## src/rtl/abr_pkg.sv

```systemverilog
package abr_pkg;
    typedef enum logic [1:0] {
        MODE_DEMUX = 2'b00,
        MODE_CLEAR = 2'b01,
        MODE_WRITE = 2'b10,
        MODE_HOLD  = 2'b11
    } abr_mode_e;

    // Mode from the active-low controls: {clear_n, enable_n}
    function automatic abr_mode_e decode_mode(input logic enable_n, input logic clear_n);
        return abr_mode_e'({clear_n, enable_n});
    endfunction
endpackage

```

## src/rtl/abr_decoder.sv

```systemverilog
module abr_decoder #(
    parameter int ADDR_W = 3,
    localparam int NBITS = 1 << ADDR_W
) (
    input  logic [ADDR_W-1:0] addr,
    output logic [NBITS-1:0]  sel
);
    for (genvar i = 0; i < NBITS; i++) begin : g_sel
        assign sel[i] = (addr == ADDR_W'(i));
    end
endmodule

```

## src/rtl/abr_cell.sv

```systemverilog
module abr_cell (
    input  logic             clk,
    input  logic             rst,
    input  logic             sel,
    input  logic             din,
    input  abr_pkg::abr_mode_e mode,
    output logic             q
);
    import abr_pkg::*;
    logic nxt;

    always_comb begin
        unique case (mode)
            MODE_WRITE: nxt = sel ? din : q;
            MODE_HOLD:  nxt = q;
            MODE_DEMUX: nxt = sel & din;
            default:    nxt = 1'b0;
        endcase
    end

    always_ff @(posedge clk) begin
        if (rst) q <= 1'b0;
        else     q <= nxt;
    end
endmodule

```

## src/rtl/addr_bit_reg.sv

```systemverilog
module addr_bit_reg #(
    parameter int ADDR_W = 3,
    localparam int NBITS = 1 << ADDR_W
) (
    input  logic              clk,
    input  logic              rst,
    input  logic [ADDR_W-1:0] addr,
    input  logic              din,
    input  logic              enable_n,
    input  logic              clear_n,
    output logic [NBITS-1:0]  q
);
    import abr_pkg::*;
    abr_mode_e          mode;
    logic [NBITS-1:0]   sel;

    assign mode = decode_mode(enable_n, clear_n);

    abr_decoder #(.ADDR_W(ADDR_W)) u_dec (.addr(addr), .sel(sel));

    for (genvar i = 0; i < NBITS; i++) begin : g_cell
        abr_cell u_cell (
            .clk(clk), .rst(rst), .sel(sel[i]), .din(din),
            .mode(mode), .q(q[i])
        );
    end
endmodule

```

## config.mk

```make
export PLATFORM = sky130hd
export DESIGN_NAME = addr_bit_reg
export DESIGN_NICKNAME = d
export VERILOG_FILES = /design/src/rtl/abr_pkg.sv /design/src/rtl/abr_decoder.sv /design/src/rtl/abr_cell.sv /design/src/rtl/addr_bit_reg.sv
export SDC_FILE = /design/constraint.sdc
export NUM_CORES = 1
export LEC_CHECK = 0
export BUFFER_PORTS_ARGS = -buffer_cell sky130_fd_sc_hd__buf_2
export CAP_MARGIN = 30
export CORE_AREA = 3 3 40 42
export DETAILED_ROUTE_END_ITERATION = 8
export DIE_AREA = 0 0 43 45
export GPL_TIMING_DRIVEN = 0
export HOLD_SLACK_MARGIN = 0.06
export PLACE_DENSITY_LB_ADDON = 0.12
export SLEW_MARGIN = 40
export SYNTH_ARGS = -nofsm -noshare
export SYNTH_HDL_FRONTEND = slang
export SYNTH_HIERARCHICAL = 1
export SYNTH_SLANG_ARGS = --single-unit
export TNS_END_PERCENT = 100
```

## constraint.sdc

```tcl
create_clock -name clk -period 1 [get_ports clk]
set_input_delay 0.05 -clock clk [delete_from_list [all_inputs] [get_ports clk]]
set_output_delay 0.05 -clock clk [all_outputs]
set_load 0.01 [all_outputs]
```

==> results of run 1 <==
Yosys cell counts:
library cell and count:
and3_2 1, a21oi_2 8, nor3b_1 3, dfxtp_1 8
o211ai_2 8, inv_1 8, and3b_2 3, nor3_1 1
nand3b_1 8
kinds of logic after synthesis:
logic type,count (synthesis)
buffers and inverters,8
flip-flops,8
AO/OA/AOI/OAI,16
AND/OR/NAND/NOR,16
through the flow:
stage | cells | util | total power [mW] | worst slack, ps | hold WS (ps)
2_1_floorplan | 48 | - | 0.370 | 312 | 112
3_3_place_gp | 78 | 0.451 | 0.429 | 95.5 | 384
3_5_place_dp | 78 | 0.451 | 0.430 | 88.6 | 388
4_1_cts | 81 | 0.468 | 0.688 | 202 | 115
5_1_grt | 81 | 0.468 | 0.712 | 178 | 134
6_report | 81 | 0.468 | 0.675 | 220 | 114
layout by cell type (no fill, tap or decap), drive strengths merged:
master  instances
buf            15
nand3b          8
inv             8
o211ai          8
a21oi           8
dfxtp           8
clkbuf          3
nor3b           3
and3b           3
nor3            1
and3            1
final cells by class:
class / count / area, um2
Clock buffer: 3 / 22.5
Fill cell: 133 / 683
Inverter: 8 / 30.0
Multi-Input combinational cell: 32 / 295
Sequential cell: 8 / 160
Tap cell: 15 / 18.8
Timing Repair Buffer: 15 / 75.1
worst max path at each step:
stage	endpoint	depth (start not counted)	start	slack (ps)
6_report	q[5]	1	g_cell[5].u_cell/q	220
5_1_grt	q[5]	1	g_cell[5].u_cell/q	180
4_1_cts	q[5]	1	g_cell[5].u_cell/q	200
3_5_place_dp	g_cell[4].u_cell/q	5	addr[2]	90
3_3_place_gp	g_cell[1].u_cell/q	5	addr[0]	100
2_1_floorplan	g_cell[1].u_cell/q	4	addr[2]	310
power by group:
| part | internal, mW | leakage, nW | switching [mW] |
|---|---|---|---|
| sequential | 0.323 | 0.0646 | 0.00262 |
| clock | 0.138 | 0.0138 | 0.115 |
| combinational | 0.0346 | 0.157 | 0.0611 |
| total | 0.496 | 0.236 | 0.179 |
routing by layer:
layer | up-vias | global-route usage | share of wire
li1 | 214 | - | -
met1 | 182 | 0.184 | 0.49
met2 | 14 | 0.186 | 0.45
met3 | 0 | 0.0279 | 0.065
met4 | 0 | 0.0542 | 0
met5 | - | 0 | 0
==> results.toml, run 1 <==
[run_status]
outcome = "finished clean"

[final_layout]
diodes = 0
reg_top3 = "g_cell.u_cell/q x8"
largest_reg_flops = 8
area_delta_synth_final_pct = 24.0
layout-drive-gt1-share = 0.576
fin_area_um2 = 602
nets = 76
regMostFlops = "g_cell.u_cell/q"

[yosys]
postSynthCellCount = 48
seq_area_frac_synth = 0.330
synthXorXnorAreaFrac = 0
yosys.area_share.simple = 0.258
synth_fp_nets = 56
ys_top_cells_by_area = "dfxtp_1 33%, o211ai_2 21%, a21oi_2 14%"
ys_types = 9
ys_seq_elements = 8
synth.largest_area_cell = "dfxtp_1"
synth_compound_area_frac = 0.351
synth_fa_ha_area_frac = 0
synth_top_family_by_area = "compound AO/OA/AOI/OAI gates"
muxShareOfSynthArea = 0
synth_area_per_cell_um2 = 10.1
synth_top_cell_area_share = 0.330
synth_warnings = 6
synthesis.area_um2 = 485

[pwr]
ir_drop_v = 0.000571
cellPowerDensity_nw_per_um2 = 1120
p_leak_nw = 0.236

[clock_network]
cts-resized-gates = 0
path_clk_slew_ps = 60
tritoncts = "yes"
clock-sinks = 8
ctsHoldBuffers = 0
numCtsBuffers = 3
ctsHtreeMaxLevel = 1
root_buffer = "clkbuf_4"
clk_latency_ps = 250
cts_setup_buffers = 0
cts_buffer_depth = 2

[min_path]
holdPathStages = 2
holdCritStartpoint = "rst"
hp-class = "input pin to flop"
whs_endpoint = "g_cell[5].u_cell/q"

[sta]
hold_viol_final = 0
fmax_mhz = 1280
tightest_slew_ps = 321
rsz0062_at_grt = "no"
finClkSkew_ps = 0
finalCritPeriodShare = 0.780
fin_tns_setup_ps = 0
final-setup-viol-count = 0
finalWorstPathRequiredPeriod_ps = 780
maxSlewHeadroom = 0.786
slew_viol_final = 0

[placed_design]
place_area_um2 = 579
dp.final_hpwl_um = 739
gp_congestion = 0.626
port_buffers = 15

[drt]
drt-wirelength-per-cell_um = 12.6
dr.pass1.iters = 4
drcViolationCount = 0
routed_via_density = 5.06
ant_nets = 0
vias = 410
first_iter_violations = 3
finalWirelength_um = 1020

[worst_setup_path]
crit_required_ps = 950
worstPathArrival_ps = 730
path_class = "flop to output port"
rr_worst_depth = 2
crit_chain = "buf_2"
cp_top_family = "flip-flops"
reg2reg_to = "g_cell[7].u_cell/q"
cp-end-kind = "output port"
start_kind = "flop"
critical_path_buf_inv_count = 1
r2r_setup_slack_ps = 380
cp_slowest_cell = "dfxtp_1"
cpPeakStageDelay_ps = 340
rr_startpoint = "g_cell[7].u_cell/q"
cp_max_fo = 2

[die]
die_width_um = 43
row_count = 13
initial_core_util = 0.378
pin_count = 16
dieHeight_um = 45
dieArea_um2 = 1940
coreArea_um2 = 1280

[grt]
track_usage = 0.128
grt_pass1_wl_um = 1890
antenna_found_initial = 0
grt_pass1_vias = 421
grt_max_degree = 17
grt-ovfl-total = 0

[flow_run]
cap_violations = 0
Note: power is estimated with default switching activity, not from simulation.
==> run 2, diff against run 1 <==
ABC_AREA = 1   (was not set)
clock period = 0.8 ns   (was 1 ns; I/O delays follow)
==> results.toml, run 2 <==
[worst_setup_path]
path_class = "flop to output port"
cp-end-kind = "output port"
cp_slowest_cell = "dfxtp_1"
worstPathArrival_ps = 710
crit_required_ps = 760
crit_chain = "buf_2"
critical_path_buf_inv_count = 1
start_kind = "flop"
cp_top_family = "flip-flops"
cpPeakStageDelay_ps = 330
cp_max_fo = 2

[grt]
track_usage = 0.132
antenna_found_initial = 0
grt_pass1_vias = 464
grt_max_degree = 17
grt-ovfl-total = 0
grt_pass1_wl_um = 1900

[placed_design]
port_buffers = 15
gp_congestion = 0.766
pre_cts_ws_ps = 30.3
dp_cells = 141
dp.final_hpwl_um = 838

[drt]
first_iter_violations = 5
drcViolationCount = 0
finalWirelength_um = 1100
drt-wirelength-per-cell_um = 7.62
ant_nets = 0
routed_via_density = 4.13
vias = 594
dr.pass1.iters = 4

[yosys]
synth.largest_area_cell = "dfxtp_1"
synth_warnings = 6
postSynthCellCount = 111
ys_types = 6
async_reset_ff_frac = 0
synth_flop_cell = "dfxtp_1"
synth_area_per_cell_um2 = 5.02
synth-edff-count = 0
synth_top_cell_area_share = 0.288
synth_fp_nets = 119
ys_seq_elements = 8
ys_top_cells_by_area = "dfxtp_1 29%, inv_1 28%, nor2_1 22%"
synth.most_common_cell = "inv_1"
seq_area_frac_synth = 0.288
synthesis.area_um2 = 557
yosys-top-cells-count = "42 x inv_1, 32 x nor2_1, 20 x nand2_1, 8 x dfxtp_1, 8 x nand3_1"

[sta]
finClkSkew_ps = 0
hold_viol_final = 0
finalWorstPathRequiredPeriod_ps = 754
fmax_mhz = 1330
fin_tns_setup_ps = 0
rsz0062_at_grt = "no"
tightest_slew_ps = 267
final-setup-viol-count = 0
slew_viol_final = 0
finalCritPeriodShare = 0.943
setup_ws_ps = 45.8
maxSlewHeadroom = 0.822

[final_layout]
regArea_um2 = 160
nets = 139
largest_reg_flops = 8
final_common_cell = "inv_1"
regMostFlops = "g_cell.u_cell/q"
final_cell_mix = "42 x inv_1, 32 x nor2_1, 20 x nand2_1, 15 x buf_2"
finalNonFillerCells = 144
multi_input_area_um2 = 235
reg_top3 = "g_cell.u_cell/q x8"
diodes = 0
fill_cells = 136
layout-drive-gt1-share = 0.147
area_delta_synth_final_pct = 20.9

[die]
pin_count = 16
die_width_um = 43
dieHeight_um = 45
dieArea_um2 = 1940
row_count = 13
initial_core_util = 0.433
coreArea_um2 = 1280

[clock_network]
cts_buffer_depth = 2
clk_latency_ps = 250
tritoncts = "yes"
cts-resized-gates = 0
root_buffer = "clkbuf_4"
path_clk_slew_ps = 60
numCtsBuffers = 3
ctsHtreeMaxLevel = 1
clock-sinks = 8
cts_setup_buffers = 0
ctsHoldBuffers = 0

[pwr]
p_leak_nw = 0.486
ir_drop_v = 0.000527
cellPowerDensity_nw_per_um2 = 1300
p_total_mw = 0.877

[flow_run]
cap_violations = 0

[run_status]
outcome = "finished clean"

[min_path]
hp-class = "input pin to flop"
[run 2: per-stage QoR]
| stage | utilization | hold slack [ps] | cell area, um2 |
|---|---|---|---|
| after floorplan | - | 184 | 557 |
| after global placement | 0.506 | 405 | 651 |
| after detailed placement | 0.506 | 415 | 651 |
| after CTS | 0.524 | 142 | 673 |
| after global routing | 0.524 | 165 | 673 |
| final | 0.524 | 142 | 673 |
[run 2: final cells by class]
cell class | count | area share
clock buffers | 3 | 0.0335
flip-flops and latches | 8 | 0.238
inverters | 43 | 0.240
multi-input cells | 60 | 0.349
repair buffers | 15 | 0.112
well taps | 15 | 0.0279
[run 2: path summary, 6_finish.rpt]
check,cells past startpoint,endpoint,from,slack (ps)
worst min register to register,4,g_cell[7].u_cell/q,g_cell[7].u_cell/q,550
worst min-delay path,4,g_cell[0].u_cell/q,rst,140
worst max-delay path,1,q[0],g_cell[0].u_cell/q,50
worst max register to register,4,g_cell[5].u_cell/q,g_cell[5].u_cell/q,160
[run 2: cell families (layout without fill, tap and decap cells)]
logic type             count (synthesis)  after routing  share of synthesized area
buffers and inverters                 43             61                      0.290
and+or+nand+nor                       60             60                      0.422
DFF                                    8              8                      0.288
[run 2: power by group]
group,switching [mW],total (mW),internal (mW)
sequential,0.00373,0.412,0.408
combinational,0.0970,0.149,0.0522
clock,0.144,0.316,0.172
[run 2: per-layer routing]
layer  up-vias  part of all wire  track usage
li1        337                 -            -
met1       241              0.51        0.171
met2        14              0.41        0.198
met3         2             0.063       0.0239
met4         0             0.012       0.0904
met5         -                 0            0
